==> config.mk <==
export PLATFORM = sky130hd
export DESIGN_NAME = tmr_clk_presc
export DESIGN_NICKNAME = d
export VERILOG_FILES = /design/src/rtl/tmr_presc_pkg.sv /design/src/rtl/tmr_src_sel.sv /design/src/rtl/tmr_edge_det.sv /design/src/rtl/tmr_prescaler.sv /design/src/rtl/tmr_clk_presc.sv
export SDC_FILE = /design/constraint.sdc
export NUM_CORES = 1
export LEC_CHECK = 0
export CORE_ASPECT_RATIO = 1.1
export CORE_UTILIZATION = 40
export CTS_CLUSTER_SIZE = 40
export DETAILED_ROUTE_END_ITERATION = 10
export GPL_ROUTABILITY_DRIVEN = 0
export MAX_ROUTING_LAYER = met4
export PLACE_DENSITY = 0.72
export SYNTH_ARGS = -nofsm -noshare
export SYNTH_HDL_FRONTEND = slang
export SYNTH_SLANG_ARGS = --single-unit
==> constraint.sdc <==
create_clock -name clk_i -period 2.4 [get_ports clk_i]
set_input_delay 0.24 -clock clk_i [delete_from_list [all_inputs] [get_ports clk_i]]
set_output_delay 0.24 -clock clk_i [all_outputs]
set_load 0.005 [all_outputs]
==> src/rtl/tmr_presc_pkg.sv <==
package tmr_presc_pkg;

    localparam int unsigned MODE_W = 3;
    localparam int unsigned SEL_W  = 3;
    localparam int unsigned NSRC   = 1 << SEL_W;

    // Slave mode codes that route a trigger-selected source to the prescaler
    function automatic logic mode_uses_src(input logic [MODE_W-1:0] mode);
        logic r;
        case (mode)
            3'd1, 3'd2, 3'd3, 3'd7: r = 1'b1;
            default:                r = 1'b0;
        endcase
        return r;
    endfunction

    typedef struct packed {
        logic prev;
    } edge_state_t;

endpackage

==> src/rtl/tmr_src_sel.sv <==
module tmr_src_sel
    import tmr_presc_pkg::*;
#(
    parameter int unsigned NITRIG = 4
) (
    input  logic [MODE_W-1:0] slv_mode_i,
    input  logic [SEL_W-1:0]  trig_sel_i,
    input  logic [NITRIG-1:0] itrig_i,
    input  logic              ch0_edge_i,
    input  logic [1:0]        ch_filt_i,
    input  logic              ext_trig_i,
    output logic              use_src_o,
    output logic              src_lvl_o
);
    logic [NSRC-1:0] src_vec;

    // Source vector ordered by select code
    genvar gi;
    generate
        for (gi = 0; gi < NITRIG; gi++) begin : g_itrig
            assign src_vec[gi] = itrig_i[gi];
        end
    endgenerate

    assign src_vec[NITRIG]   = ch0_edge_i;
    assign src_vec[NITRIG+1] = ch_filt_i[0];
    assign src_vec[NITRIG+2] = ch_filt_i[1];
    assign src_vec[NITRIG+3] = ext_trig_i;

    always_comb begin
        use_src_o = mode_uses_src(slv_mode_i);
        src_lvl_o = src_vec[trig_sel_i];
    end
endmodule

==> src/rtl/tmr_edge_det.sv <==
module tmr_edge_det
    import tmr_presc_pkg::*;
(
    input  logic clk_i,
    input  logic rst_ni,
    input  logic lvl_i,
    output logic rise_o
);
    edge_state_t st_d, st_q;

    always_comb begin
        st_d      = st_q;
        st_d.prev = lvl_i;
        rise_o    = lvl_i & ~st_q.prev;
    end

    always_ff @(posedge clk_i or negedge rst_ni) begin
        if (!rst_ni) st_q <= '0;
        else         st_q <= st_d;
    end


    rise_then_high_chk: assert property (@(posedge clk_i) disable iff (!rst_ni)
        rise_o |=> st_q.prev);
endmodule

==> src/rtl/tmr_prescaler.sv <==
module tmr_prescaler #(
    parameter int unsigned PSC_W = 16
) (
    input  logic             clk_i,
    input  logic             rst_ni,
    input  logic             en_i,
    input  logic             evt_i,
    input  logic [PSC_W-1:0] psc_val_i,
    output logic             tick_o
);
    typedef struct packed {
        logic [PSC_W-1:0] cnt;
        logic [PSC_W-1:0] ratio;
        logic             tick;
    } psc_state_t;

    psc_state_t st_d, st_q;
    logic       wrap;

    always_comb begin
        st_d      = st_q;
        st_d.tick = 1'b0;
        wrap      = en_i && evt_i && (st_q.cnt == st_q.ratio);
        if (!en_i) begin
            st_d.cnt   = '0;
            st_d.ratio = psc_val_i;
        end else if (evt_i) begin
            if (wrap) begin
                st_d.cnt   = '0;
                st_d.ratio = psc_val_i;
                st_d.tick  = 1'b1;
            end else begin
                st_d.cnt = st_q.cnt + 1'b1;
            end
        end
    end

    always_ff @(posedge clk_i or negedge rst_ni) begin
        if (!rst_ni) st_q <= '0;
        else         st_q <= st_d;
    end

    assign tick_o = st_q.tick;


    cnt_bound_chk: assert property (@(posedge clk_i) disable iff (!rst_ni)
        st_q.cnt <= st_q.ratio);

    ratio_hold_chk: assert property (@(posedge clk_i) disable iff (!rst_ni)
        (en_i && (st_q.cnt != st_q.ratio)) |=> $stable(st_q.ratio));

    cnt_hold_chk: assert property (@(posedge clk_i) disable iff (!rst_ni)
        (en_i && !evt_i) |=> $stable(st_q.cnt));

    no_tick_off_chk: assert property (@(posedge clk_i) disable iff (!rst_ni)
        !en_i |=> (!tick_o && st_q.cnt == '0));
endmodule

==> src/rtl/tmr_clk_presc.sv <==
module tmr_clk_presc
    import tmr_presc_pkg::*;
#(
    parameter int unsigned PSC_W  = 16,
    parameter int unsigned NITRIG = 4
) (
    input  logic              clk_i,
    input  logic              rst_ni,
    input  logic [2:0]        slv_mode_i,
    input  logic [2:0]        trig_sel_i,
    input  logic [NITRIG-1:0] itrig_i,
    input  logic              ch0_edge_i,
    input  logic [1:0]        ch_filt_i,
    input  logic              ext_trig_i,
    input  logic              cnt_en_i,
    input  logic [PSC_W-1:0]  psc_val_i,
    output logic              tick_o
);
    logic use_src, src_lvl, src_rise, evt;

    tmr_src_sel #(.NITRIG(NITRIG)) u_sel (
        .slv_mode_i (slv_mode_i),
        .trig_sel_i (trig_sel_i),
        .itrig_i    (itrig_i),
        .ch0_edge_i (ch0_edge_i),
        .ch_filt_i  (ch_filt_i),
        .ext_trig_i (ext_trig_i),
        .use_src_o  (use_src),
        .src_lvl_o  (src_lvl)
    );

    tmr_edge_det u_edge (
        .clk_i  (clk_i),
        .rst_ni (rst_ni),
        .lvl_i  (src_lvl),
        .rise_o (src_rise)
    );

    // internal clock gives an event every cycle
    assign evt = use_src ? src_rise : 1'b1;

    tmr_prescaler #(.PSC_W(PSC_W)) u_psc (
        .clk_i     (clk_i),
        .rst_ni    (rst_ni),
        .en_i      (cnt_en_i),
        .evt_i     (evt),
        .psc_val_i (psc_val_i),
        .tick_o    (tick_o)
    );
endmodule

# Yosys cells after proc, flatten, opt, wreduce, memory -nomap -nowiden
# Index checks and enable logic that the tools add are counted.
totals:
  elab_cells: 28
  register_bits: 34
  input_bits: 33
  out_inout_bits: 1
classes:
  addsub: 1
  n_lt_le_gt_ge: 1
  n_bitwise: 2
  mux: 9
  n_reduce_logical: 4
  eq_ne: 7
op_table:
  columns: ["operator", "n"]
  rows:
  - ["2-to-1 mux 33 bit", 1]
  - ["2-to-1 mux 32 bit", 1]
  - ["2-to-1 mux 17 bit", 1]
  - ["adder 16 x 1 -> 16 bit, second input constant", 1]
  - ["== test 16 bit", 1]
  - ["2-to-1 mux 16 bit", 1]
  - ["== test 3 x 2 -> 1 bit, second input constant", 2]
  - ["less-than comparator 3 x 4 -> 1 bit, second input constant", 1]
  - ["2-to-1 mux 1 bit", 4]
  - ["!= test 2 x 1 -> 1 bit, second input constant", 2]
  - ["OR reduction 4 bit", 1]
  - ["binary-select mux 1 bit (select 3 bit)", 1]
  - ["== test 3 x 1 -> 1 bit, second input constant", 1]
  - ["== test 3 bit, second input constant", 1]
  - ["logical AND 1 bit", 2]
  - ["AND reduction 2 bit", 1]
  - ["AND 1 bit", 1]
  - ["NOT 1 bit", 1]

# Depth between registers and ports, before layout
# Gate-level depths: netlist (run 1).
depth:
  ltp_word: 9
  ltp_mapped: 7
  depth_no_buf: 6

# By module
# From an unflattened synthesis (run 1), not the netlist that was laid out.
hier_totals:
  cells_unflattened: 190
  area_unflattened_um2: 1976.9
modules_own_cells:
  columns: ["mod", "seq_area_each_um2", "n_inst", "area_each_um2", "cells_each"]
  rows:
  - ["tmr_prescaler", 825.8, 1, 1855.5, 181]
  - ["tmr_src_sel", 0.0, 1, 76.3, 6]
  - ["tmr_edge_det", 25.0, 1, 38.8, 2]
  - ["tmr_clk_presc", 0.0, 1, 6.3, 1]

# Worst setup path before layout (run 1)
# No wires, ideal clock.
synth_timing:
  path_kind: "flip-flop to flip-flop"
  start: "reg u_psc.st_q[27] (netlist name)"
  end: "reg u_psc.st_q[10] (netlist name)"
  path_buffers: 2
  setup_ps: 125
  path_slack_ps: 278
  path_stages_with_launch: 8
  period_less_slack_ps: 2122
  arrival_time_ps: 1997
  required_ps: 2275
  path_cell_list: "dfrtp_1 -> buf_2 -> xor2_1 -> nor4_1 -> nand4_2 -> o21ai_4 -> buf_8 -> mux2_4"
synth_via:
  elab_chain_cells: 4
synth_lines:
  columns: ["element", "line", "text"]
  rows:
  - ["from (decl)", "tmr_prescaler.sv:17", "psc_state_t st_d, st_q;"]
  - ["from (signal assigned)", "tmr_prescaler.sv:40", "else st_q <= st_d;"]
  - ["== test 16 bit", "tmr_prescaler.sv:23", "wrap = en_i && evt_i && (st_q.cnt == st_q.ratio);"]
  - ["logical AND 1 bit", "tmr_prescaler.sv:23", null]
  - ["!= test 2 x 1 -> 1 bit (no source line)", null, null]
  - ["AND reduction 2 bit (no source line)", null, null]
# Every way passes these cells.
# A chain may end at the register's enable or synchronous reset.

# Worst setup path in the final report (run 1)
layout_timing:
  start: "in trig_sel_i[0]"
  end: "reg u_psc.st_q[10] (netlist name)"
layout_via:
  elab_chain_cells: 8
  word_cells_on_any_way: 9
  cone_classes: "eq/ne: 2; mux: 3; bitwise: 1; reduce/logical: 3"
layout_lines:
  columns: ["element", "line", "text"]
  rows:
  - ["from (decl)", "tmr_clk_presc.sv:10", "input logic [2:0] trig_sel_i,"]
  - ["binary-select mux 1 bit (select 3 bit) (*)", "tmr_src_sel.sv:32", "src_lvl_o = src_vec[trig_sel_i];"]
  - ["2-to-1 mux 1 bit (implied by the code) (*)", "tmr_src_sel.sv:32", null]
  - ["AND 1 bit (*)", "tmr_edge_det.sv:14", "rise_o = lvl_i & ~st_q.prev;"]
  - ["2-to-1 mux 1 bit (*)", "tmr_clk_presc.sv:40", "assign evt = use_src ? src_rise : 1'b1;"]
  - ["logical AND 1 bit (2 in a row)", "tmr_prescaler.sv:23", null]
  - ["!= test 2 x 1 -> 1 bit (no source line)", null, null]
  - ["AND reduction 2 bit (no source line) (*)", null, null]
# Mark *: on every way between the ends. The rest lies on a longest branch, timed or not. The select of a mux whose other input is x is not followed.

==> out/summary.md, run 1 <==
The die is 75.10 um tall. The hold-fix buffer count after cts was 0; the clock-pin transition on the worst setup and hold timing paths was 0.06 ns. Derived from the worst setup path, the maximum achievable clock frequency is 462.1 MHz. For the detailed-placement wirelength estimate, the log shows 3041 um.

The run finished with clean final reports. For the total number of clock tree sinks, the log shows 34. The repair_antennas step left the layout with diodes totalling 0. VDD sags by at most 0.2777 mV. The clock passes through at most 2 buffers. By count the netlist is led by sky130_fd_sc_hd__dfrtp_1 (34), sky130_fd_sc_hd__nand2_1 (20), sky130_fd_sc_hd__xor2_1 (16), sky130_fd_sc_hd__a21oi_1 (14), sky130_fd_sc_hd__o22ai_1 (12).

The critical path is of the input pin to flip-flop type. Counting flops with a built-in enable in the synthesized netlist gives 0. From synthesis to final layout, the design area changed by 27.24%. In the synthesized netlist, the number of instances is 187. For this run, the leading register cell type out of synthesis is sky130_fd_sc_hd__dfrtp_1.

For this configuration, the core starts out at a cell density of 41.77%. TritonCTS built the clock tree. Fraction of the yosys area taken by sequential cells: 43.79%. Root buffer cell: sky130_fd_sc_hd__clkbuf_8. The logs give 0 for the remaining design rule violation count and 0.3731 ns for the final hold slack. Setup repair after global routing left no endpoint under its margin. Detailed routing inserted a total of 1585 vias. For this run the aggregate overflow at the end of global routing stands at 0. For the finished layout, the period the worst path requires is 2.164 ns. Synthesis inferred 34 register bits. Category of the worst setup path capture point: a flip-flop. For the largest net degree at the start of global routing, the log shows 35. The H-tree was split into 2 levels. In this run the remaining antenna-violating nets after routing total 0.

Of the cells placed in the final design, the portion with a size suffix greater than 1 is 18.34%. The worst hold path belongs to the class input pin to asynchronous set/reset pin. Buffers added to address setup during post-CTS repair amount to 0. The standby leakage power was 1.043 nW. The most common cell in the netlist is sky130_fd_sc_hd__dfrtp_1.

The count of pins on the block boundary was 34; the maximum single-stage delay on the critical path was 0.66 ns. Of all flip-flops after synthesis, the portion carrying an async set or reset was 100.0%. The max-capacitance violation count was 0; the portion of synthesized cell area occupied by the leading cell type was 43.79%.

The count of cells in the finished layout, fillers not included, comes to 285. The final worst-path cycle share came out at 90.17%. The area of the placeable core was 4652 um^2.

By area the synthesized netlist is led by sky130_fd_sc_hd__dfrtp_1 (44%), sky130_fd_sc_hd__mux2_4 (7.7%), sky130_fd_sc_hd__xor2_1 (7.2%). In this run the tool buffered the top-level ports with 33 buffer cells. The worst-path cell with the longest stage delay was sky130_fd_sc_hd__a2111oi_0. For the via count of the first global-routing pass, the log shows 1576.

The wire length of the first global-routing pass was 6996 um; the pin slew with the least headroom to its limit was 0.6272 ns. The logs give 53.15% for the core occupancy in the finished layout and 18.95% for the total track usage. The floorplan has 26 rows. A synthesized cell averages 10.39 um^2. Measured along the x axis, the die boundary spans 68.46 um.

The buffers plus inverters on the worst setup path is 2. After filler insertion, the fill cell instance count of the layout stands at 406. For the clock tree skew after final layout, the log shows 0.005125 ns.

The average wire per cell in the routed design works out to 15.11 um. The total placed instance area is 2381 um^2. The post-route cell area is 2472 um^2, and the total CTS buffers is 5. The aggregate routed wire length is 4305 um, and the final setup violation count is 0. The net count of the finished layout is 262.

The signal on the critical path passes through clkdlybuf4s50_1 > a2111oi_0 > o41a_1 > o21ai_4 > buf_12 > mux2_4. During synthesis, Yosys emitted a total of 0 warnings. In this run the power density over the cells is 519.8 nW/um^2.

The number of gates resized after cts is 0. In this run the tightest slew margin relative to its limit is 57.11%. The logs give 221 for the number of nets produced by synthesis and 36 for the unique cell type count in the Yosys netlist.

In this run, placement finished with an instance count of 277. For the required time at the worst-slack endpoint, the log shows 2.56 ns. The cell family contributing the most delay on the critical path is compound AO/OA/AOI/OAI gates. Counting buffers and inverters, the worst setup path is 6 cells deep.

The biggest area contributor in the post-synthesis netlist is sky130_fd_sc_hd__dfrtp_1. The number of max-slew violations in the final report is 0, and the clock latency on the worst-skew pair is 0.28 ns. The run gives 0 as the number of antenna violations at the first check in global routing.

STA puts the critical path data arrival time at 2.33 ns. The final hold violation count was 0; the summed instance area of the synthesized netlist was 1943 um^2. The number of violations reported at the end of detailed-routing iteration 0 was 54; the full die area was 5141 um^2. Before antenna repair, the detailed router went through 6 iterations.

Worst reg-to-reg path cell count: 6. The via density per instance is 5.561. The startpoint type of the worst setup path was an input pin. In this run the worst path has a maximum fanout of 14.
==> metrics by stage <==
stage | setup TNS, ns | setup WS [ns] | power (mW)
global route | 0 | 0.08559 | 1.349
floorplan | 0 | 0.2779 | 0.7625
finish | 0 | 0.2360 | 1.285
global placement | -0.04017 | -0.01123 | 0.8619
detailed placement | -0.4508 | -0.03788 | 0.8672
CTS | 0 | 0.2398 | 1.299
==> placed cells by master, fill, tap and decap left out <==
master,count
sky130_fd_sc_hd__nand4_1,4
sky130_fd_sc_hd__mux2_4,10
sky130_fd_sc_hd__and3_1,2
sky130_fd_sc_hd__dfrtp_1,34
sky130_fd_sc_hd__nor4_2,1
sky130_fd_sc_hd__ha_1,1
sky130_fd_sc_hd__nand4_2,1
sky130_fd_sc_hd__o21ai_0,1
sky130_fd_sc_hd__a2111oi_0,1
sky130_fd_sc_hd__mux2_2,8
sky130_fd_sc_hd__mux2i_1,1
sky130_fd_sc_hd__xor2_1,16
sky130_fd_sc_hd__clkbuf_1,1
sky130_fd_sc_hd__clkinv_2,1
sky130_fd_sc_hd__nor2b_1,3
sky130_fd_sc_hd__inv_1,7
sky130_fd_sc_hd__o21ai_4,1
sky130_fd_sc_hd__buf_4,9
sky130_fd_sc_hd__o41a_1,1
sky130_fd_sc_hd__clkbuf_8,6
sky130_fd_sc_hd__nor3_1,1
sky130_fd_sc_hd__nand2b_4,1
sky130_fd_sc_hd__nor3b_1,1
sky130_fd_sc_hd__o32ai_1,3
sky130_fd_sc_hd__and2_1,1
sky130_fd_sc_hd__nor4_1,5
sky130_fd_sc_hd__a21oi_1,14
sky130_fd_sc_hd__clkdlybuf4s50_1,33
sky130_fd_sc_hd__nand3_1,9
sky130_fd_sc_hd__nand2_1,20
sky130_fd_sc_hd__maj3_1,1
sky130_fd_sc_hd__buf_12,1
sky130_fd_sc_hd__nand2b_1,6
sky130_fd_sc_hd__nor2_1,2
sky130_fd_sc_hd__nand3b_1,5
sky130_fd_sc_hd__or3b_2,3
sky130_fd_sc_hd__o22ai_1,12
sky130_fd_sc_hd__a21boi_0,1
sky130_fd_sc_hd__nand4b_1,1
==> sequential cells by signal, indices dropped and copies added, names as in the netlist <==
register      flops
u_psc.tick_o      1
u_psc.st_q       32
u_edge.st_q       1
==> layout make-up <==
type	count	area (um^2)	area share [%]
Multi-Input combinational cell	137	1016	41.09
Sequential cell	34	850.8	34.41
Timing Repair Buffer	43	417.9	16.90
Clock buffer	7	86.33	3.492
Tap cell	56	70.07	2.834
Inverter	7	26.28	1.063
Clock inverter	1	5.005	0.2024
==> routing by layer <==
metal | share of wire (%) | vias to the layer above | global-route usage (%)
li1 | - | 756 | -
met1 | 46 | 788 | 22.63
met2 | 49 | 34 | 30.83
met3 | 4.4 | 7 | 4.848
met4 | 1.1 | 0 | 6.250
met5 | 0 | - | -
==> worst register-to-register path, cell delays in order (launching register included) <==
cell                      delay, ns
sky130_fd_sc_hd__dfrtp_1       0.44
sky130_fd_sc_hd__xor2_1        0.18
sky130_fd_sc_hd__nor4_1        0.44
sky130_fd_sc_hd__nand4_2       0.22
sky130_fd_sc_hd__o21ai_4       0.21
sky130_fd_sc_hd__buf_12        0.18
sky130_fd_sc_hd__mux2_2        0.35
==> cells by family after synthesis <==
family	share of synthesized area, %
and+or+nand+nor	19.70
buffers and inverters	3.928
AOI/OAI and AO/OA	11.33
adders and majority gates	1.159
xor gates and xnor gates	7.212
DFF	43.79
muxes	12.88
==> final timing paths <==
kind / slack (ns) / start / to
worst min register to register: 0.53 / u_psc.st_q[15] / u_psc.st_q[15]
worst max-delay path: 0.24 / trig_sel_i[0] / u_psc.st_q[10]
worst max register to register: 0.28 / u_psc.st_q[29] / u_psc.st_q[14]
worst min-delay path: 0.37 / rst_ni / u_psc.st_q[6]
max in group asynchronous: 1.71 / rst_ni / u_psc.st_q[21]
min in group clk_i: 0.53 / u_psc.st_q[15] / u_psc.st_q[15]
==> report_power, final <==
| part | internal [mW] | total [mW] | switching, mW | leakage [nW] |
|---|---|---|---|---|
| Clock | 0.231 | 0.429 | 0.198 | 0.0482 |
| Combinational | 0.129 | 0.220 | 0.0908 | 0.561 |
| Sequential | 0.608 | 0.636 | 0.0286 | 0.434 |
Note: power is estimated with default switching activity, not from simulation.
==> run 2, diff against run 1 <==
==> constraint.sdc (replaced) <==
create_clock -name clk_i -period 2.6 [get_ports clk_i]
set_input_delay 0.26 -clock clk_i [delete_from_list [all_inputs] [get_ports clk_i]]
set_output_delay 0.26 -clock clk_i [all_outputs]
set_load 0.005 [all_outputs]
==> run 2 against run 1 <==
  * Die area unchanged
  * Global-route usage up 0.23 points
  * Sequential power down 7.5%
  * Critical path depth up 1
  * Register-to-register slack better by 0.18 ns
  * Count of clock-buffer cells in the layout unchanged
  * Critical path type unchanged
==> out/summary.md, run 2 (synthesis results as in run 1) <==
The count of pins on the block boundary is 34 (unchanged). The logs give 283 (-0.70%) for the count of non-filler cells in the finished layout and 457.8 MHz for the achievable clock frequency. In the layout the commonest cells are sky130_fd_sc_hd__dfrtp_1 (34), sky130_fd_sc_hd__clkdlybuf4s50_1 (33), sky130_fd_sc_hd__nand2_1 (20). STA classifies the critical path startpoint as an input pin. The worst register-to-register path begins at u_psc.st_q[29]. The cell count after placement was 275 (-0.72%).

The detailed-placement wirelength estimate was 2828 um (-7.0%). The layout-stage area growth over the synthesis result was 26.47%; the pin slew with the least headroom to its limit was 0.5877 ns (-0.03952 ns). The share of total power in sequential cells is 49.4% (about the same), and the antenna cell count is 0 (unchanged).

The cell row count is 26 (unchanged). The number of buffers added for setup after CTS came out at 0 (unchanged). The number of port buffers was 33 (unchanged); the fraction of power consumed by the clock network was 34.0% (+0.6 points).

The number of max-slew violations in the final report is 0 (unchanged). The final setup violation count came out at 0 (unchanged). The run gives 81 (+50%) as the number of violations reported at the end of detailed-routing iteration 0. The wire length of the first global-routing pass is 6831 um (-2.4%), and the maximum fanout along the worst path is 14 (unchanged).

The standby leakage power was 1.034 nW (-0.94%). The total CTS buffers came out at 5 (unchanged). The horizontal extent of the die came out at 68.46 um (unchanged). Switching share of total power: 25.16% (+0.46 points). Number of levels the H-tree was split into: 2 (unchanged).

For the final-stage net count, the log shows 260 (-0.76%). The run gives 0 (unchanged) as the max-capacitance violation count. TritonCTS built the clock tree. The largest net degree at the start of global routing is 35 (unchanged), and the data arrival time of the critical path is 2.36 ns (+0.03 ns). The run gives 4652 um^2 (unchanged) as the area of the placeable core.

The core occupancy in the finished layout is 52.82% (-0.32 points). The most common cell after layout, fill and taps aside is sky130_fd_sc_hd__dfrtp_1. Number of flip-flops in the largest register: 32 (unchanged). For the peak supply drop, the log shows 0.1775 mV (-36%).

STA classifies the critical path endpoint as a flip-flop. The tools report the critical path startpoint as trig_sel_i[0]. The post-route setup TNS was 0 ns (unchanged). The internal power component was 889.9 uW (-8.0%); the aggregate routed wire length was 4136 um (-3.9%). The number of gates resized after cts was 0 (unchanged).

The count of vias placed by the detailed router is 1523 (-3.9%). The total track usage was 19.18% (+0.23 points). The smallest clock period supported by the final layout is computed as 2.184 ns.

The via density per instance is 5.382 (-3.2%), and the required time at the worst-slack endpoint is 2.78 ns (+0.22 ns). The tools report the number of optimization iterations in the first detailed-route pass as 4 (-2). Clock-pin transition on the worst setup and hold timing paths: 0.07 ns (about the same).

The clock latency on the worst-skew pair is 0.29 ns (about the same). The final critical path takes up 84.01% of the cycle. The run gives 299.2 uW (-5.7%) as the switching power of the nets. The worst setup path is of the input pin to flip-flop kind. The largest buffer count on any clock path came out at 2 (unchanged). Hold-fix buffer count after cts: 0 (unchanged). The initial core utilization is 41.77% (unchanged), and the via count of the first global-routing pass is 1445 (-8.3%).

The power density over cell area came out at 483.9 nW/um^2 (-6.9%). Setup repair after global routing left no endpoint under its margin. The run finished with clean final reports.

The run gives 5141 um^2 (unchanged) as the full die area. The post-route antenna net violation count is 0 (unchanged), and the fraction of layout cells with a size suffix above 1 is 17.62% (-0.72 points). The tools report the worst max-slew margin expressed relative to the limit as 60.70% (+3.6 points). The root buffer cell was sky130_fd_sc_hd__clkbuf_8.

The tools report the number of antenna violations at the first check in global routing as 0 (unchanged). The tools report the remaining design rule violation count as 0 (unchanged). The total congestion overflow is 0 (unchanged), and the height of the die is 75.10 um (unchanged). Worst min-delay path category: input pin to asynchronous set/reset pin. The final hold violation count was 0 (unchanged). The run gives 34 (unchanged) as the total number of clock tree sinks. The register with the most flip-flops is u_psc.st_q. The average wire per cell in the routed design was 14.61 um (-3.2%); the clock tree skew after final layout was 0.006378 ns (+0.001253 ns). Relative contribution of combinational cells to total power: 16.5% (-0.6 points).
[run 2: layout make-up]
type / count / area (um^2)
Sequential cell: 34 / 850.8
Inverter: 7 / 26.28
Fill cell: 433 / 2195
Tap cell: 56 / 70.07
Timing Repair Buffer: 41 / 402.9
Clock buffer: 7 / 86.33
Multi-Input combinational cell: 137 / 1016
Clock inverter: 1 / 5.005
[run 2: worst paths after layout]
path	to	slack, ns	depth (start not counted)
setup / recovery	u_psc.st_q[15]	0.42	7
hold / removal	u_psc.st_q[26]	0.39	2
setup reg to reg	u_psc.st_q[15]	0.46	6
hold reg to reg	u_psc.st_q[14]	0.54	1
max in group asynchronous	u_psc.st_q[29]	1.90	2
min in group clk_i	u_psc.st_q[14]	0.54	1
[run 2: power groups by stage]
stage	clock [mW]	sequential, mW	combinational, mW
finish	0.405	0.588	0.197
global route	0.442	0.591	0.216
CTS	0.416	0.588	0.200
detailed placement	0	0.597	0.199
global placement	0	0.597	0.195
floorplan	0	0.590	0.114
[run 2: routing by layer]
layer	vias to the layer above	wire, um	global-route usage (%)
li1	754	-	-
met1	720	2015	23.09
met2	38	1816	28.87
met3	11	206	6.061
met4	0	97	9.028
met5	-	0	-
[run 2: stage by stage]
stage / setup WS (ns) / total power, mW / instance area (um^2) / hold WS, ns
floorplan: 0.4779 / 0.7039 / 1943 / -0.03559
global placement: 0.1604 / 0.7917 / 2366 / 0.5140
detailed placement: 0.09810 / 0.7954 / 2366 / 0.5178
CTS: 0.4025 / 1.203 / 2457 / 0.3963
global route: 0.2708 / 1.249 / 2457 / 0.4325
finish: 0.4157 / 1.189 / 2457 / 0.3864
[run 2: worst max-delay path: stages]
cell and delay [ns]:
sky130_fd_sc_hd__clkdlybuf4s50_1 0.57, sky130_fd_sc_hd__mux2i_1 0.10, sky130_fd_sc_hd__and3_1 0.20, sky130_fd_sc_hd__o41a_1 0.46, sky130_fd_sc_hd__o21ai_4 0.23, sky130_fd_sc_hd__buf_12 0.19, sky130_fd_sc_hd__mux2_2 0.34
==> run 3, diff against run 2 <==
--- a/config.mk
+++ b/config.mk
@@ -11,7 +11,7 @@
 export DETAILED_ROUTE_END_ITERATION = 10
 export GPL_ROUTABILITY_DRIVEN = 0
 export MAX_ROUTING_LAYER = met4
-export PLACE_DENSITY = 0.72
+export PLACE_DENSITY = 0.75
 export SYNTH_ARGS = -nofsm -noshare
 export SYNTH_HDL_FRONTEND = slang
 export SYNTH_SLANG_ARGS = --single-unit
==> constraint.sdc (replaced) <==
create_clock -name clk_i -period 1.8 [get_ports clk_i]
set_input_delay 0.18 -clock clk_i [delete_from_list [all_inputs] [get_ports clk_i]]
set_output_delay 0.18 -clock clk_i [all_outputs]
set_load 0.005 [all_outputs]
==> run 3 against run 2 <==
  * The flow now finishes with violations (setup timing)
  * First-iteration DRC count up 48%
  * Critical path depth unchanged
  * Final cell count up 13%
  * Combinational power up 100%
  * Count of clock-buffer cells in the layout up 1
  * Critical endpoint is now u_psc.st_q[3]
==> out/summary.md, run 3 (synthesis results as in run 1) <==
The post-route antenna net violation count was 0 (unchanged). The number of optimization iterations in the first detailed-route pass is 5 (+1), and the hold-fix buffer count after cts is 0 (unchanged). The average wire per cell in the routed design works out to 15.73 um (+7.6%). The largest individual stage delay along the critical path comes from the cell sky130_fd_sc_hd__dfrtp_1. The logs give 1.325 nW (+28%) for the standby leakage power and 2.15 ns (-0.21 ns) for the data arrival time of the critical path.

The library cells used most frequently in the layout, excluding fill and tap cells, are sky130_fd_sc_hd__buf_4 (39), sky130_fd_sc_hd__dfrtp_1 (34), sky130_fd_sc_hd__clkdlybuf4s50_1 (29). Horizontal extent of the die: 68.46 um (unchanged). The total track usage was 21.30% (+2.1 points). The checks that failed: setup timing.

The run gives -0.1620 ns (-0.5777 ns) as the post-layout worst setup margin. The final hold slack was 0.2924 ns (-0.09398 ns); the aggregate routed wire length was 5017 um (+21%). TritonCTS built the clock tree. The clock latency on the worst-skew pair came out at 0.30 ns (about the same). The total placed instance area is 2591 um^2 (+9.5%). The logs give 2905 um^2 (+18%) for the post-route cell area and 1730 (+20%) for the via count of the first global-routing pass.

The signal on the critical path passes through xor2_1 > nor4_2 > buf_4 > nand4_4 > o21ai_4 > buf_12 > mux2_4. The tools report the peak supply drop as 0.4959 mV (+180%). The number of max-slew violations in the final report is 0 (unchanged), and the final setup violation count is 17 (+17). The clock-pin transition on the worst setup and hold timing paths is 0.07 ns (about the same), and the fraction of layout cells with a size suffix above 1 is 33.84% (+16 points). The buffers plus inverters on the worst setup path came out at 2 (unchanged). The final-stage net count is 296 (+14%). The tools report the count of vias placed by the detailed router as 1736 (+14%). The total congestion overflow was 0 (unchanged). The initial core utilization came out at 41.77% (unchanged). For the antenna cell count, the log shows 0 (unchanged). For the finished layout, the period the worst path requires is 1.962 ns. The number of antenna violations at the first check in global routing was 0 (unchanged).

The layout filler cell count is 366 (-15%), and the number of port buffers is 33 (unchanged). The wire length of the first global-routing pass was 7679 um (+12%); the slack of the worst reg-to-reg path was -0.16 ns (-0.62 ns). The power density over cell area works out to 660.7 nW/um^2 (+37%). Setup repair after global routing could not meet its margin everywhere. The number of flip-flops in the largest register was 32 (unchanged); the count of pins on the block boundary was 34 (unchanged). Endpoint of the worst register-to-register path: u_psc.st_q[3]. For the largest net degree at the start of global routing, the log shows 35 (unchanged). Leaving out fill and tap cells, the most frequent cell in the layout is sky130_fd_sc_hd__buf_4. Startpoint of the lowest-slack register-to-register path: u_psc.st_q[13]. The tools report the number of violations reported at the end of detailed-routing iteration 0 as 120 (+48%).

The maximum fanout along the worst path came out at 11 (-3). The cell row count was 26 (unchanged). For the number of levels the H-tree was split into, the log shows 2 (unchanged). The total number of clock tree sinks came out at 34 (unchanged).

The height of the die works out to 75.10 um (unchanged). The run gives 319 (+13%) as the count of non-filler cells in the finished layout. The flow ran to the end, but the final reports show violations. The layout-stage area growth over the synthesis result is 49.52%.

The kind of cell with the highest combined delay along the critical path is simple AND/OR/NAND/NOR gates. The pin slew with the least headroom to its limit was 0.4673 ns (-0.1204 ns). The multi-input logic area was 1164 um^2 (+15%); the required time at the worst-slack endpoint was 1.98 ns (-0.80 ns).

Static timing analysis puts the maximum clock frequency at 509.7 MHz. Worst reg-to-reg path cell count: 7 (+1). Startpoint type of the worst setup path: a flip-flop. The depth of the critical timing path with buffers and inverters included was 7 (unchanged); the detailed-placement wirelength estimate was 3201 um (+13%). The largest buffer count on any clock path was 2 (unchanged).

The tools report the category of the worst setup path capture point as a flip-flop. Total CTS buffers: 5 (unchanged). The clock tree skew after final layout is 0.007530 ns (+0.001152 ns).

Clock tree synthesis selected as its root buffer the cell sky130_fd_sc_hd__clkbuf_8. The worst hold path belongs to the class input pin to asynchronous set/reset pin. Critical path start-end classification: flip-flop to flip-flop. u_psc.st_q holds more flip-flops than any other register.

The full die area is 5141 um^2 (unchanged), and the final worst-path cycle share is 109.0%. The maximum single-stage delay on the critical path is 0.39 ns (-0.18 ns). The remaining design rule violation count was 0 (unchanged); the via density per instance was 5.442 (+1.1%).

Max-capacitance violation count: 0 (unchanged). The cell count after placement came out at 305 (+11%). The final hold violation count was 0 (unchanged); the area of the placeable core was 4652 um^2 (unchanged).

The logs give 850.8 um^2 (unchanged) for the area of all sequential standard cells and 68.75% (+8.0 points) for the worst max-slew margin expressed relative to the limit.
run 3: cell type report:
class                   count  area share [%]
multi-input cells         138           40.05
inverters                   7          0.9044
well taps                  56           2.412
flip-flops and latches     34           29.29
clock buffers               8           3.790
repair buffers             76           23.56
run 3: worst reg2reg max path: cells and delay by family, from the launching register on:
kind	cells	cell delay (ns)
XOR/XNOR	1	0.18
AND/OR/NAND/NOR	2	0.43
flip-flops	1	0.39
AO/OA/AOI/OAI	1	0.19
multiplexers	1	0.32
buffers and inverters	2	0.36
run 3: what timing repair did:
item	4_1_cts	5_1_grt
pin swaps	4	5
buffers inserted	3	2
endpoints found under the setup margin	32	33
gates cloned	1	0
gates resized for setup	15	20
hold endpoints to repair	0	0
run 3: where the power goes:
group | internal, mW | switching (mW) | leakage, nW | total, mW
Combinational | 0.233 | 0.163 | 0.833 | 0.396
Clock | 0.386 | 0.292 | 0.0575 | 0.678
Sequential | 0.810 | 0.0350 | 0.434 | 0.845
run 3: worst max-delay path by stage:
stage                        start  slack (ns)              to
floorplan           u_psc.st_q[29]       -0.27  u_psc.st_q[10]
global placement     trig_sel_i[0]       -0.49  u_psc.st_q[14]
detailed placement   trig_sel_i[0]       -0.53   u_psc.st_q[3]
CTS                 u_psc.st_q[13]       -0.18  u_psc.st_q[15]
global route        u_psc.st_q[13]       -0.22  u_psc.st_q[15]
finish              u_psc.st_q[13]       -0.16   u_psc.st_q[3]
run 3: routing by layer:
metal,GRT usage [%],wire (um),vias up
li1,-,-,822
met1,23.19,2072,859
met2,36.38,2635,41
met3,6.818,226,14
met4,6.713,82,0
met5,-,0,-
run 3: stage by stage:
stage          total power [mW]  worst slack, ns  TNS [ns]  utilization, %
6_report                  1.920          -0.1620    -2.378           62.45
5_1_grt                   1.987          -0.2183    -4.207           62.45
4_1_cts                   1.905          -0.1754    -2.230           60.54
3_5_place_dp              1.190          -0.5306    -15.44           55.70
3_3_place_gp              1.179          -0.4862    -14.51           55.70
2_1_floorplan             1.017          -0.2736    -3.614               -
